File: src/rtl/hs_latch_ctrl_pkg.sv
// Package: shared types for the stage controller.
// Assumes nothing beyond IEEE 1800-2017 enums.
package hs_latch_ctrl_pkg;

    // Controller phase: latch open, latch just closed, waiting for receiver.
    typedef enum logic [1:0] {
        PH_OPEN    = 2'd0,
        PH_CAPTURE = 2'd1,
        PH_WAIT    = 2'd2
    } phase_t;

    // Smallest legal synchroniser depth.
    localparam int unsigned MIN_SYNC = 2;

endpackage

File: src/rtl/hs_edge_sync.sv
// Module: hs_edge_sync
// Brings one asynchronous handshake wire into the clock domain through a
// chain of STAGES flops. It flags an event for one cycle whenever the
// synchronised level differs from the previous sample.
// Assumes: STAGES >= 2, and the wire is low when reset is released.
module hs_edge_sync #(
    parameter int unsigned STAGES = 2
) (
    input  logic clk,
    input  logic rst_n,
    input  logic din,
    output logic evt
);
    localparam int unsigned TOP = STAGES - 1;

    logic [STAGES-1:0] chain_q;
    logic              prev_q;

    // Shift the raw wire through the synchroniser chain.
    always_ff @(posedge clk) begin
        if (!rst_n) begin
            chain_q <= '0;
        end else begin
            chain_q <= {chain_q[STAGES-2:0], din};
        end
    end

    // Remember the last synchronised level for transition detection.
    always_ff @(posedge clk) begin
        if (!rst_n) begin
            prev_q <= 1'b0;
        end else begin
            prev_q <= chain_q[TOP];
        end
    end

    // A transition in either direction is one event.
    always_comb begin
        evt = chain_q[TOP] ^ prev_q;
    end

endmodule

File: src/rtl/hs_stage_fsm.sv
// Module: hs_stage_fsm
// Sequences one pipeline stage from synchronised request and acknowledge
// events. It closes the latch on a request, toggles both handshake outputs
// one cycle later, and reopens the latch on the receiver's acknowledge.
// A request seen while busy is kept in a one-deep pending flag.
// Assumes: the sender waits for ack_out before a further request, so at
// most one request can be outstanding beyond the one being held.
module hs_stage_fsm
    import hs_latch_ctrl_pkg::*;
(
    input  logic clk,
    input  logic rst_n,
    input  logic req_evt,
    input  logic ack_evt,
    output logic latch_en,
    output logic ack_tgl,
    output logic req_tgl,
    output logic busy
);
    phase_t phase_q;
    phase_t phase_d;
    logic   pend_q;
    logic   pend_d;
    logic   ack_q;
    logic   req_q;
    logic   fire;

    // Next phase and pending-request bookkeeping.
    always_comb begin
        phase_d = phase_q;
        pend_d  = pend_q;
        fire    = 1'b0;
        unique case (phase_q)
            PH_OPEN: begin
                if (req_evt || pend_q) begin
                    phase_d = PH_CAPTURE;
                    pend_d  = 1'b0;
                end
            end
            PH_CAPTURE: begin
                phase_d = PH_WAIT;
                fire    = 1'b1;
                if (req_evt) begin
                    pend_d = 1'b1;
                end
            end
            PH_WAIT: begin
                if (ack_evt) begin
                    phase_d = PH_OPEN;
                end
                if (req_evt) begin
                    pend_d = 1'b1;
                end
            end
            default: begin
                phase_d = PH_OPEN;
                pend_d  = 1'b0;
            end
        endcase
    end

    // Phase and pending registers.
    always_ff @(posedge clk) begin
        if (!rst_n) begin
            phase_q <= PH_OPEN;
            pend_q  <= 1'b0;
        end else begin
            phase_q <= phase_d;
            pend_q  <= pend_d;
        end
    end

    // Handshake output levels: one toggle each per captured word.
    always_ff @(posedge clk) begin
        if (!rst_n) begin
            ack_q <= 1'b0;
            req_q <= 1'b0;
        end else if (fire) begin
            ack_q <= ~ack_q;
            req_q <= ~req_q;
        end
    end

    // Decode the registered phase onto the outputs.
    always_comb begin
        latch_en = (phase_q == PH_OPEN);
        busy     = (phase_q != PH_OPEN);
        ack_tgl  = ack_q;
        req_tgl  = req_q;
    end

endmodule

File: src/rtl/hs_latch_ctrl.sv
// Module: hs_latch_ctrl (top)
// Controller for one level-latch pipeline stage with transition-signalled
// handshakes. Both incoming wires are synchronised, then fed to the stage
// sequencer.
// Assumes: req_in and ack_in are low when reset is released; SYNC_STAGES >= 2.
module hs_latch_ctrl #(
    parameter int unsigned SYNC_STAGES = 2
) (
    input  logic clk,
    input  logic rst_n,
    input  logic req_in,
    output logic ack_out,
    output logic req_out,
    input  logic ack_in,
    output logic latch_en,
    output logic busy
);
    import hs_latch_ctrl_pkg::*;

    localparam int unsigned DEPTH = (SYNC_STAGES < MIN_SYNC) ? MIN_SYNC : SYNC_STAGES;

    logic [1:0] raw;
    logic [1:0] evt;

    // Gather the two incoming wires so one generate loop serves both.
    always_comb begin
        raw[0] = req_in;
        raw[1] = ack_in;
    end

    for (genvar g = 0; g < 2; g++) begin : g_sync
        hs_edge_sync #(.STAGES(DEPTH)) u_sync (
            .clk   (clk),
            .rst_n (rst_n),
            .din   (raw[g]),
            .evt   (evt[g])
        );
    end

    hs_stage_fsm u_fsm (
        .clk      (clk),
        .rst_n    (rst_n),
        .req_evt  (evt[0]),
        .ack_evt  (evt[1]),
        .latch_en (latch_en),
        .ack_tgl  (ack_out),
        .req_tgl  (req_out),
        .busy     (busy)
    );

endmodule

File: config.mk
export PLATFORM = sky130hd
export DESIGN_NAME = hs_latch_ctrl
export DESIGN_NICKNAME = d
export VERILOG_FILES = /design/src/rtl/hs_latch_ctrl_pkg.sv /design/src/rtl/hs_edge_sync.sv /design/src/rtl/hs_stage_fsm.sv /design/src/rtl/hs_latch_ctrl.sv
export SDC_FILE = /design/constraint.sdc
export NUM_CORES = 1
export LEC_CHECK = 0
export BUFFER_PORTS_ARGS = -buffer_cell sky130_fd_sc_hd__buf_2
export CAP_MARGIN = 15
export CORE_AREA = 2 2 39 41
export DETAILED_ROUTE_END_ITERATION = 7
export DIE_AREA = 0 0 41 43
export PLACE_DENSITY = 0.63
export SYNTH_ARGS = -nofsm -noshare
export SYNTH_HDL_FRONTEND = slang
export SYNTH_HIERARCHICAL = 1
export SYNTH_SLANG_ARGS = --single-unit
export TNS_END_PERCENT = 1
File: constraint.sdc
create_clock -name clk -period 1.8 [get_ports clk]
set_input_delay 0.09 -clock clk [delete_from_list [all_inputs] [get_ports clk]]
set_output_delay 0.09 -clock clk [all_outputs]
set_load 0.05 [all_outputs]
* Word level (Yosys, flattened, before mapping) *
Index checks and enable logic that the tools add are counted.

word-level totals
  bits in registers = 11
  input bits = 4
  output and inout bits = 4
  word-level logic and storage cells = 30

cells by class
  equality and inequality tests = 5
  multiplexer cells = 7
  bitwise operators = 4
  reduce and logical (&&, ||, !) cells = 6

operator list
  kind                                                    number
  case mux 2 bit (3 select lines)                         1
  2-to-1 mux 2 bit                                        2
  inequality test 2 x 1 -> 1 bit (second input constant)  2
  AND reduction 2 bit                                     2
  2-to-1 mux 1 bit                                        3
  equality test 2 x 1 -> 1 bit (second input constant)    1
  equality test 2 bit (second input constant)             1
  logical NOT 2 bit                                       1
  inequality test 2 bit (second input constant)           1
  NOT 1 bit                                               2
  case mux 1 bit (2 select lines)                         1
  nonzero test 2 bit                                      1
  OR reduction 2 bit                                      1
  XOR 1 bit                                               2
  logical OR 1 bit                                        1

* Logic depth before layout (Yosys ltp) *
  depth in word-level cells = 4
  depth in mapped cells = 5
  depth with buffers taken out = 5

* By module *
Netlist, hierarchy kept.

by module, submodules not included
  module        instances  cells an instance  area an instance (µm²)  sequential area each (µm²)
  hs_stage_fsm  1          28                 275.3                   100.1
  hs_edge_sync  2          7                  88.8                    60.1

* Worst setup path after synthesis *
No wires, ideal clock.

  path kind = reg2out
  start point = reg u_fsm.phase_q[0]
  end point = out busy
  data arrival time = 1.282 ns
  required time = 1.710 ns
  setup slack = 0.428 ns
  stages on the path, launching flop included = 4
  buffers on the path = 0
  cells stage by stage = dfxtp_1 > inv_1 > ha_1 > inv_1

on the way
  word-level cells in the longest chain between the ends = 1

RTL lines
  what                      RTL line             text
  start: declaration        hs_stage_fsm.sv:20   phase_t phase_q;
  start signal: assignment  hs_stage_fsm.sv:68   phase_q <= phase_d;
  nonzero test 2 bit        hs_stage_fsm.sv:87   busy = (phase_q != PH_OPEN);
  end: declaration          hs_latch_ctrl.sv:16  output logic busy

Every way passes these cells.

* Worst setup path in the final report *
Same ends and word-level chain as after synthesis.

==> reports/results.tsv <==
metric	value	unit
Net Count, Synth	51	
number of H-tree levels	1	
class of the tightest hold or removal check	in2reg	
Worst Slack Setup Final	0.433	ns
count of antenna diodes in the layout	0	
Power per Cell Area	1570	mW/mm^2
count of antenna-violating nets left after detailed routing	0	
DIE AREA	0.00176	sq mm
fraction of final layout cells sized beyond drive strength 1	28.3	%
clk sinks	11	
most repeated library cell on the critical path	sky130_fd_sc_hd__inv_1	
data arrival time of the critical path	1.28	ns
post-route minimum period	1.37	ns
final setup skew	0.00121	ns
via-per-instance ratio	3.97	
number of optimization iterations in the first detailed-route pass	2	
number of instances in the synthesized netlist	42	
number of filler instances in the final layout	147	
number of distinct library cells after synthesis	12	
standard-cell rows	14	
remaining design rule violation count	0	
register area	220	sq um
maximum number of pins on one net before global-route repair	14	
count of hold-fix buffers inserted at cts	0	
number of buffers on the longest clock path	2	
leading cell types in the layout, fill and taps excluded	11 x sky130_fd_sc_hd__dfxtp_1, 7 x sky130_fd_sc_hd__buf_2, 6 x sky130_fd_sc_hd__and2_1	
number of global-route vias before repair	257	
transition time at the pin with the least slew margin	0.242	ns
master of the slowest instance on the critical path	sky130_fd_sc_hd__dfxtp_1	
Resize count post-CTS	0	
area of combinational cells with multiple inputs	221	sq um
part of the Yosys area used for sequential elements	48.6	%
wire length of the first global-routing pass	1060	um
Startpoint Class	register	
number of buffers inserted by post-CTS setup repair	0	
aggregate negative setup slack	0	ns
total global routing track utilization	9.70	%
synthesized area	453	sq um
most frequent standard cell in the layout excluding fill and tap cells	sky130_fd_sc_hd__dfxtp_1	
total length of routed wires	580	um
CTS tree	yes	
Skew-Pair Late Insertion Delay	0.26	ns
effective utilization at floorplan	32.7	%
number of antenna violations at the first check in global routing	0	
grt total ovfl	0	
path type of the worst setup path	reg2out	
routability cong.	0.633	
largest stage delay on the critical path	0.38	ns
pre-CTS setup slack	0.578	ns
CP Cell Sequence	inv_1 -> ha_1 -> inv_1 -> buf_2	
count of max-cap constraint violations	0	
Final Max Tran Viols	0	
number of top-level design ports	8	
Wirelength per Cell	8.41	um
P_leak	0.262	nW
Die Height	43	um
post-detail-place hpwl	439	um
Clock transition at path regs	0.07	ns
die extent in x	41	um
Net count, final	63	
total CTS buffers	3	
outcome	complete, no violations	
Yosys warning total	6	
Critical Path End Type	output port	
Max rail drop VDD	0.000687	V
crit path max fanout	4	
number of buffers added on ports	7	
Slew HR	83.8	%
root buffer selected by CTS	sky130_fd_sc_hd__clkbuf_4	
Mean Syn Cell Area	10.8	sq um
DRC marker count from the first detailed-route iteration	3	
vias	274	
Area Growth Syn to Fin	18.0	%
count of endpoints failing hold in the final timing report	0	
setup repair after global routing missed its margin	false	
core region area	0.00138	sq mm
Peak Freq	731	MHz
count of state elements after synthesis	11	
Worst Path Required	1.71	ns
final clock period utilization by the worst path	76.0	%
total setup violations reported at the end of the flow	0	
[synth_stat cells]
master,count,share of area (%)
sky130_fd_sc_hd__inv_1,3,2.5
sky130_fd_sc_hd__and2_2,2,3.3
sky130_fd_sc_hd__nand2_1,5,4.1
sky130_fd_sc_hd__dfxtp_1,11,49
sky130_fd_sc_hd__a21oi_2,1,1.9
sky130_fd_sc_hd__mux2i_1,2,4.4
sky130_fd_sc_hd__and2_1,6,8.3
sky130_fd_sc_hd__nor2_1,1,0.83
sky130_fd_sc_hd__ha_1,5,14
sky130_fd_sc_hd__nor2_2,1,1.4
sky130_fd_sc_hd__nor2b_4,1,3.0
sky130_fd_sc_hd__xor2_1,4,7.7
[critical path: cells and delay by family (launching register included)]
kind       cells  cell delay [ns]
fa+ha+maj      1             0.24
buf+inv        3             0.40
flops          1             0.38
[worst paths after layout]
path / startpoint / end / slack [ns] / cells after the start
max: u_fsm/phase_q[0] / busy / 0.43 / 4
min: req_in / g_sync[0].u_sync/chain_q[0] / 0.03 / 2
max reg2reg: u_fsm/phase_q[0] / u_fsm/phase_q[0] / 0.59 / 5
min reg2reg: g_sync[0].u_sync/chain_q[0] / g_sync[0].u_sync/chain_q[1] / 0.44 / 1
[stage by stage]
stage          std cells  utilization (%)  instance area, sq um  total power, mW  hold slack (ns)
2_1_floorplan         42                -                   453            0.620            0.210
3_3_place_gp          65             36.7                   508            0.683            0.295
3_5_place_dp          65             36.7                   508            0.687            0.300
4_1_cts               69             38.6                   534            0.855           0.0198
5_1_grt               69             38.6                   534            0.902           0.0207
6_report              69             38.6                   534            0.838           0.0320
[cell type report]
type,count,share of cell area [%]
Clock buffer,4,4.92
Sequential cell,11,41.2
Multi-Input combinational cell,28,41.5
Timing Repair Buffer,7,6.56
Inverter,3,2.11
Tap cell,16,3.75
[routing by layer]
| layer | vias to the layer above | GRT usage, % | wire, um |
|---|---|---|---|
| met1 | 118 | 11.5 | 283 |
| met4 | 0 | 8.00 | 0 |
| met2 | 7 | 12.5 | 267 |
| met5 | - | 0 | 0 |
| met3 | 0 | 4.71 | 29 |
| li1 | 149 | - | - |
[state kept, by name, summed over array words and instances, names as in the netlist]
name and flops:
g_sync.u_sync/prev_q 2, g_sync.u_sync/chain_q 4, u_fsm/ack_tgl 1, u_fsm/phase_q 2, u_fsm/req_tgl 1, u_fsm/pend_q 1
[power breakdown]
group | internal, mW | switching, mW | leakage [nW] | total [mW]
combinational | 0.114 | 0.248 | 0.157 | 0.362
clock | 0.0855 | 0.0750 | 0.0150 | 0.161
sequential | 0.286 | 0.0288 | 0.0903 | 0.315
total | 0.485 | 0.352 | 0.262 | 0.838
[logic make-up (layout without fill, tap and decap cells)]
logic type / count (synthesis) / after routing / synth area share (%)
adders and majority gates: 5 / 5 / 13.8
AOI/OAI and AO/OA: 1 / 1 / 1.93
buffers and inverters: 3 / 14 / 2.49
xor gates and xnor gates: 4 / 4 / 7.73
DFF: 11 / 11 / 48.6
muxes: 2 / 2 / 4.42
and+or+nand+nor: 16 / 16 / 21.0
Power figures use the tool's default switching activity.
